--- src/rtl/fcs_pkg.sv ---
package fcs_pkg;

    localparam int BYTE_W   = 8;
    localparam int MAX_DATA = 8;
    localparam int CNT_W    = $clog2(MAX_DATA + 1);
    localparam int LEN_W    = 2;

    typedef logic [BYTE_W-1:0] byte_t;
    typedef logic [CNT_W-1:0]  cnt_t;

    localparam byte_t SUM_GOOD = '1;

    typedef enum logic [1:0] {
        PH_IDLE = 2'd0,
        PH_DATA = 2'd1,
        PH_CKS  = 2'd2
    } phase_e;

    typedef enum logic {
        DIR_TX = 1'b0,
        DIR_RX = 1'b1
    } dir_e;

    typedef struct packed {
        dir_e dir;
        cnt_t nbytes;
    } frame_cfg_t;

    typedef struct packed {
        logic data;
        logic last;
        logic cks;
    } take_t;

    function automatic byte_t eac_add(byte_t a, byte_t b);
        logic [BYTE_W:0] s;
        s = {1'b0, a} + {1'b0, b};
        return s[BYTE_W-1:0] + byte_t'(s[BYTE_W]);
    endfunction

    function automatic cnt_t len_decode(logic [LEN_W-1:0] code);
        cnt_t n;
        case (code)
            2'd2:    n = cnt_t'(4);
            2'd3:    n = cnt_t'(8);
            default: n = cnt_t'(2);
        endcase
        return n;
    endfunction

endpackage

--- src/rtl/fcs_ctrl.sv ---
module fcs_ctrl
    import fcs_pkg::*;
(
    input  logic             clk,
    input  logic             rst,
    input  logic             sof_clr,
    input  logic             byte_vld,
    input  logic [LEN_W-1:0] len_code,
    input  logic             rx_mode,
    output frame_cfg_t       cfg,
    output take_t            take,
    output logic             finish
);

    phase_e     phase_q, phase_d;
    cnt_t       cnt_q, cnt_d;
    frame_cfg_t cfg_q, cfg_d;
    cnt_t       last_idx;
    logic       accept;

    assign last_idx = cnt_t'(cfg_q.nbytes - cnt_t'(1));
    assign accept   = byte_vld && !sof_clr;

    always_comb begin
        take.data = accept && (phase_q == PH_DATA);
        take.last = take.data && (cnt_q == last_idx);
        take.cks  = accept && (phase_q == PH_CKS);
        finish    = (take.last && (cfg_q.dir == DIR_TX)) || take.cks;
    end

    always_comb begin
        phase_d = phase_q;
        cnt_d   = cnt_q;
        cfg_d   = cfg_q;
        if (sof_clr) begin
            phase_d    = PH_DATA;
            cnt_d      = '0;
            cfg_d.dir  = rx_mode ? DIR_RX : DIR_TX;
            cfg_d.nbytes = len_decode(len_code);
        end else if (take.data) begin
            cnt_d = cnt_q + cnt_t'(1);
            if (take.last) begin
                phase_d = (cfg_q.dir == DIR_RX) ? PH_CKS : PH_IDLE;
            end
        end else if (take.cks) begin
            phase_d = PH_IDLE;
        end
    end

    always_ff @(posedge clk) begin
        if (rst) begin
            phase_q <= PH_IDLE;
            cnt_q   <= '0;
            cfg_q   <= '{dir: DIR_TX, nbytes: cnt_t'(2)};
        end else begin
            phase_q <= phase_d;
            cnt_q   <= cnt_d;
            cfg_q   <= cfg_d;
        end
    end

    assign cfg = cfg_q;

    // byte count never runs past the decoded length
    a_r4_cnt_bound: assert property (@(posedge clk) disable iff (rst)
        cnt_q <= cfg_q.nbytes);

    // a clear opens a fresh frame with an empty count
    a_r2_clear_opens: assert property (@(posedge clk) disable iff (rst)
        sof_clr |=> (phase_q == PH_DATA) && (cnt_q == '0));

    // the checksum byte is only taken once the full payload is in
    a_r6_cks_after_full: assert property (@(posedge clk) disable iff (rst)
        take.cks |-> (cnt_q == cfg_q.nbytes) && (cfg_q.dir == DIR_RX));

    // a completed frame stays idle until the next clear
    a_r8_idle_holds: assert property (@(posedge clk) disable iff (rst)
        (phase_q == PH_IDLE) && !sof_clr |=> (phase_q == PH_IDLE));

endmodule

--- src/rtl/fcs_accum.sv ---
module fcs_accum
    import fcs_pkg::*;
(
    input  logic  clk,
    input  logic  rst,
    input  logic  clr,
    input  take_t take,
    input  logic  finish,
    input  dir_e  dir,
    input  byte_t byte_in,
    output byte_t cks,
    output logic  done,
    output logic  err
);

    byte_t sum_q;
    byte_t sum_next;
    byte_t cks_q;
    logic  done_q;
    logic  err_q;
    logic  mismatch;

    assign sum_next = eac_add(sum_q, byte_in);
    assign mismatch = take.cks && (sum_next != SUM_GOOD);

    always_ff @(posedge clk) begin
        if (rst || clr) begin
            sum_q <= '0;
        end else if (take.data) begin
            sum_q <= sum_next;
        end
    end

    always_ff @(posedge clk) begin
        if (rst) begin
            cks_q  <= '0;
            done_q <= 1'b0;
            err_q  <= 1'b0;
        end else begin
            done_q <= finish;
            if (finish) begin
                cks_q <= take.data ? ~sum_next : ~sum_q;
            end
            if (clr) begin
                err_q <= 1'b0;
            end else if (finish && mismatch) begin
                err_q <= 1'b1;
            end
        end
    end

    assign cks  = cks_q;
    assign done = done_q;
    assign err  = err_q;

    // done lasts a single cycle
    a_r5_done_pulse: assert property (@(posedge clk) disable iff (rst)
        done_q |=> !done_q);

    // result register moves only with done
    a_r10_cks_hold: assert property (@(posedge clk) disable iff (rst)
        !done_q |-> $stable(cks_q));

    // the error flag is a receive-only result
    a_r7_err_rx_only: assert property (@(posedge clk) disable iff (rst)
        err_q |-> (dir == DIR_RX));

    // a new error appears only together with done
    a_r7_err_with_done: assert property (@(posedge clk) disable iff (rst)
        $rose(err_q) |-> done_q);

    // a clear never yields done or error
    a_r9_clear_quiet: assert property (@(posedge clk) disable iff (rst)
        clr |=> !done_q && !err_q);

endmodule

--- src/rtl/fcs_unit.sv ---
module fcs_unit
    import fcs_pkg::*;
(
    input  logic             clk,
    input  logic             rst,
    input  logic             sof_clr,
    input  logic             byte_vld,
    input  logic [BYTE_W-1:0] byte_in,
    input  logic [LEN_W-1:0] len_code,
    input  logic             rx_mode,
    output logic [BYTE_W-1:0] cks_out,
    output logic             cks_done,
    output logic             cks_err
);

    frame_cfg_t cfg;
    take_t      take;
    logic       finish;
    byte_t      cks_w;

    fcs_ctrl u_ctrl (
        .clk      (clk),
        .rst      (rst),
        .sof_clr  (sof_clr),
        .byte_vld (byte_vld),
        .len_code (len_code),
        .rx_mode  (rx_mode),
        .cfg      (cfg),
        .take     (take),
        .finish   (finish)
    );

    fcs_accum u_accum (
        .clk     (clk),
        .rst     (rst),
        .clr     (sof_clr),
        .take    (take),
        .finish  (finish),
        .dir     (cfg.dir),
        .byte_in (byte_in),
        .cks     (cks_w),
        .done    (cks_done),
        .err     (cks_err)
    );

    assign cks_out = cks_w;

    // outputs idle in the cycle after reset
    a_r1_reset_idle: assert property (@(posedge clk)
        rst |=> (cks_out == '0) && !cks_done && !cks_err);

endmodule

--- config.mk ---
export PLATFORM = sky130hd
export DESIGN_NAME = fcs_unit
export DESIGN_NICKNAME = d
export VERILOG_FILES = /design/src/rtl/fcs_pkg.sv /design/src/rtl/fcs_ctrl.sv /design/src/rtl/fcs_accum.sv /design/src/rtl/fcs_unit.sv
export SDC_FILE = /design/constraint.sdc
export NUM_CORES = 1
export LEC_CHECK = 0
export ABC_CLOCK_PERIOD_IN_PS = 4600
export BUFFER_PORTS_ARGS = -buffer_cell sky130_fd_sc_hd__buf_2
export CAP_MARGIN = 0
export CORE_MARGIN = 1
export CORE_UTILIZATION = 30
export DETAILED_ROUTE_END_ITERATION = 8
export GPL_ROUTABILITY_DRIVEN = 0
export GPL_TIMING_DRIVEN = 0
export SLEW_MARGIN = 10
export SYNTH_ARGS = -nofsm -noshare
export SYNTH_HDL_FRONTEND = slang
export SYNTH_SLANG_ARGS = --single-unit
--- constraint.sdc ---
create_clock -name clk -period 4.6 [get_ports clk]
set_clock_uncertainty 0.1 [all_clocks]
set_input_delay 0.92 -clock clk [delete_from_list [all_inputs] [get_ports clk]]
set_output_delay 0.92 -clock clk [all_outputs]
set_load 0.01 [all_outputs]
# Word-level counts from Yosys, hierarchy flattened
# Cells that the tools add are included.
# word_totals
reg_bits	29
inputBits	15
output_inout_bits	10
# op_classes
bitwise_logic	3
n_mux	8
n_reduce_logical	15
eq_ne	8
addsub	4
# ops
op	n
inverter 8 bit	2
adder 8 x 8 -> 9 bit	1
adder 8 x 1 -> 8 bit	1
two-way mux 2 bit	4
two-way mux 8 bit	1
inequality test 8 bit, second input constant	1
case mux 4 bit (2 select lines)	1
logical AND 1 bit	7
== test 2 bit, second input constant	3
adder 4 x 1 -> 4 bit, second input constant	1
== test 4 bit	1
AND reduction 2 bit	2
subtractor 4 x 1 -> 4 bit, second input constant	1
inequality test 3 bit, second input constant	1
nonzero test 3 bit	1
== test 2 x 1 -> 1 bit, second input constant	1
logical OR 1 bit	2
two-way mux 1 bit	2
inequality test 2 bit, second input constant	1
nonzero test 2 bit	1
OR reduction 2 bit	1
logical NOT 1 bit	1
inverter 1 bit	1

# Longest topological paths before layout
# logic_depth
depth_word	7
ltp_mapped	15
ltp_nobuf	15

# Modules after synthesis
# From an unflattened synthesis, not the netlist that was laid out.
# unflattened
cells_unflattened	188
hier_area_um2	1687.9
# modules_own_cells
mod	area_per_inst_um2	cells_each	n_inst
fcs_accum	1174.9	131	1
fcs_ctrl	513.0	57	1

# Worst setup path before layout
# No wires, ideal clock.
# synth_timing
path_type	input to register
start	in byte_in[0]
end	reg u_accum.cks_q[7], in the netlist u_accum.cks[7]
slack_ns	1.065
t_required_ns	4.378
t_arrival_ns	3.314
n_path_buf	0
path_stages	15
cell_sequence	ha_1 -> inv_1 -> fa_1 -> nor2b_4 -> o311ai_4 -> a21oi_1 -> o21ai_0 -> nand2b_1 -> ha_1 -> and2b_1 -> and2_2 -> nand4_1 -> or4_4 -> nand3_1 -> o31ai_1
# synth_via
elab_chain_cells	4
# synth_lines
item	line_no	rtl
start, declared	fcs_unit.sv:8	input logic [BYTE_W-1:0] byte_in,
adder 8 x 8 -> 9 bit	fcs_pkg.sv:37	s = {1'b0, a} + {1'b0, b};
adder 8 x 1 -> 8 bit	fcs_pkg.sv:38	return s[BYTE_W-1:0] + byte_t'(s[BYTE_W]);
inverter 8 bit	fcs_accum.sv:42	cks_q <= take.data ? ~sum_next : ~sum_q;
two-way mux 8 bit	fcs_accum.sv:42	
end signal, assigned	fcs_accum.sv:42	
end, declared	fcs_accum.sv:18	byte_t cks_q;
# No other way between the ends.
# A chain may end at the register's enable or synchronous reset.

# Final worst setup path
# Ends and elaborated chain as after synthesis.

==> results_dict.tcl <==
set metrics [dict create \
    status "finished, final reports clean" \
    coreArea_mm2 0.00551 \
    drv_slew 0 \
    hold_ws_ns 0.395 \
    synth-seq-cells 28 \
    min_from "u_accum.cks[7]$_SDFFE_PP0P_" \
    cts_tree "built" \
    synthTopCellsByArea "dfxtp_1 33%, ha_1 8.8%, nor2_1 6.1%" \
    clock_latency_ns 0.27 \
    clock_sinks 28 \
    antenna_found_initial 0 \
    cap_violations 0 \
    r2r_start "u_accum.sum_q[0]$_SDFFE_PP0P_" \
    slew_headroom 0.665 \
    synth_seq_area_share 0.327 \
    worst_slack_ns 0.956 \
    diodes 0 \
    cp-end-kind "flop" \
    cts_max_level 1 \
    die_h_um 77.6 \
    power.leakage_nw 0.846 \
    final.setup.tns_ns 0 \
    power_density_mw_per_mm2 236 \
    async_reset_ff_frac 0 \
    vias_per_cell 4.72 \
    io_pins 25 \
    drt.antenna.violating_nets 0 \
    finalCritPeriodShare 0.792 \
    ir_drop_v 0.0000992 \
    cpMostUsedCell "ha_1" \
    synth.cell_area_mm2 0.00171 \
    synth.cells.most_frequent "28 x dfxtp_1, 28 x nor2_1, 12 x ha_1" \
    post-route-drc-count 0 \
    drtIter0Drc 129 \
    syn_nets 216 \
    post_cts_buffers 0 \
    synth_ff_type "dfxtp_1" \
    synth_top_cell_by_area "dfxtp_1" \
    grt_max_degree 16 \
    grt_util_all_layers 0.118 \
    clk_path_buf_depth 2 \
    worstHoldEndpoint "u_accum.cks[7]$_SDFFE_PP0P_" \
    nNetsFinal 244 \
    hold_path.class "reg -> reg" \
    grt_pass1_vias 1265 \
    tightestPinTransition_ns 0.502 \
    vias 1356 \
    cp_cell_sequence "buf_2 -> ha_1 -> inv_1 -> fa_1 -> nor2b_4 -> o311ai_4 -> a21oi_1 -> o21ai_0 -> nand2b_1 -> ha_1 -> and2b_1 -> and2_2 -> nand4_1 -> or4_4 -> nand3_1 -> o31ai_1" \
    post-route-min-period_ns 3.64 \
    rsz0062_at_grt "no" \
    postSynthAreaPerCell_um2 9.11 \
    first_pass_iters 4 \
    post-route-util 0.358 \
    io_buffers 23 \
    finalSetupViolCount 0 \
    reg2regPathDepth 15 \
    synth_edf_count 0 \
    routed_wirelength_um 3400 \
    die_w_um 77.6 \
    cp-start-kind "input port" \
    rrSetupSlack_ns 1.35 \
    grt-ovfl-total 0 \
    pre_cts_slack_ns 0.654 \
    synth.distinct_cells 43 \
    max_freq_mhz 274 \
    hold_viol 0 \
    cts_root_buf "clkbuf_8" \
    die_area_mm2 0.00602 \
    cts_resized 0 \
    grt_pass1_wl_um 5740 \
    drive_gt1_frac 0.200 \
    slowest_delay_ns 0.52 \
    cts.reportedPaths.clkPinSlew_ns 0.09 \
    worstReg2RegEnd "u_accum.cks[7]$_SDFFE_PP0P_" \
    cts_buffers 3 \
    num_rows 27 \
    area_delta_synth_final_pct 15.2 \
    wire_per_inst_um 11.9 \
    yosysWarnings 0 \
    start_util 0.311 \
    dp_hpwl_um 2680 \
    synth_top_area_share 0.327 \
    crit_slowest_cell "or4_4" \
    crit_fanout 3 \
    synth_cells 188 \
    crit_required_ns 4.67 \
    path_class "in -> reg" \
    min_delay_path_depth 2 \
    worst-endpoint-arrival_ns 3.71 \
    cts_hold_buffers 0 \
]
==> flip-flops by register name (all words and copies together) (netlist names) <==
signal	flops
u_accum.cks	8
u_accum.sum_q	8
u_ctrl.cfg	4
u_ctrl.cnt_q	4
u_ctrl.phase_q	2
u_accum.done	1
u_accum.err	1
==> how the worst max path moves through the flow <==
| stage | startpoint | to | slack, ns | cells past startpoint |
|---|---|---|---|---|
| after floorplan | byte_in[0] | u_accum.cks[7]$_SDFFE_PP0P_ | 1.06 | 15 |
| after global placement | byte_in[0] | u_accum.cks[7]$_SDFFE_PP0P_ | 0.68 | 16 |
| after detailed placement | byte_in[0] | u_accum.cks[7]$_SDFFE_PP0P_ | 0.65 | 16 |
| after CTS | byte_in[0] | u_accum.cks[7]$_SDFFE_PP0P_ | 0.95 | 16 |
| after global routing | byte_in[0] | u_accum.cks[7]$_SDFFE_PP0P_ | 0.78 | 16 |
| final | byte_in[0] | u_accum.cks[7]$_SDFFE_PP0P_ | 0.96 | 16 |
==> kinds of logic after synthesis <==
| logic type | share of synthesized area |
|---|---|
| AOI/OAI and AO/OA | 0.142 |
| xor gates and xnor gates | 0.110 |
| adders and majority gates | 0.0993 |
| buffers and inverters | 0.0497 |
| DFF | 0.327 |
| muxes | 0.0468 |
| and+or+nand+nor | 0.224 |
==> layout by cell type, fill, tap and decap left out, types with 2 or more instances in the layout <==
| cell | n |
|---|---|
| xnor2_2 | 3 |
| nand3b_1 | 2 |
| nor2b_1 | 4 |
| o31ai_1 | 3 |
| a211oi_1 | 6 |
| clkbuf_8 | 6 |
| nand3_1 | 7 |
| dfxtp_1 | 28 |
| xnor2_1 | 8 |
| nand2b_1 | 3 |
| nor3_1 | 6 |
| a31oi_1 | 4 |
| nor2_1 | 28 |
| mux2i_1 | 8 |
| clkbuf_1 | 2 |
| nor2b_4 | 2 |
| a21o_1 | 2 |
| nor3b_1 | 2 |
| inv_1 | 8 |
| nand4_1 | 5 |
| nand2_1 | 6 |
| a21oi_1 | 7 |
| xor2_1 | 8 |
| o21ai_0 | 3 |
| buf_2 | 25 |
| ha_1 | 12 |
==> where the power goes <==
part,internal [mW],leakage [nW],switching (mW)
Sequential,0.246,0.227,0.00250
Clock,0.0765,0.0288,0.0726
Combinational,0.0298,0.591,0.0378
Total,0.352,0.846,0.113
==> critical path, delay by kind of cell <==
family                     cells  cell delay [ns]
and+or+nand+nor                7             1.39
adders and majority gates      3             0.80
AOI/OAI and AO/OA              4             0.47
buffers and inverters          2             0.13
==> through the flow <==
step	total power [mW]	std cells	instance area, µm²
5_1_grt	0.491	287	1970
3_5_place_dp	0.322	283	1920
2_1_floorplan	0.304	188	1710
6_report	0.465	287	1970
4_1_cts	0.474	287	1970
3_3_place_gp	0.321	283	1920
==> routing by layer <==
layer  up-vias  routed length, µm  GRT usage  part of all wire
li1        717                  -          -                 -
met1       612               1690      0.160              0.50
met2        25               1580      0.194              0.46
met3         2                122     0.0294             0.036
met4         0                  8     0.0113            0.0024
met5         -                  0          0                 0
==> final cells by class <==
cell class	count	area, µm²
Buffer	7	55.1
Clock buffer	4	55.1
Fill cell	586	3530
Inverter	8	30.0
Multi-Input combinational cell	145	1070
Sequential cell	28	561
Tap cell	72	90.1
Timing Repair Buffer	23	115
Note: power is estimated with default switching activity, not from simulation.
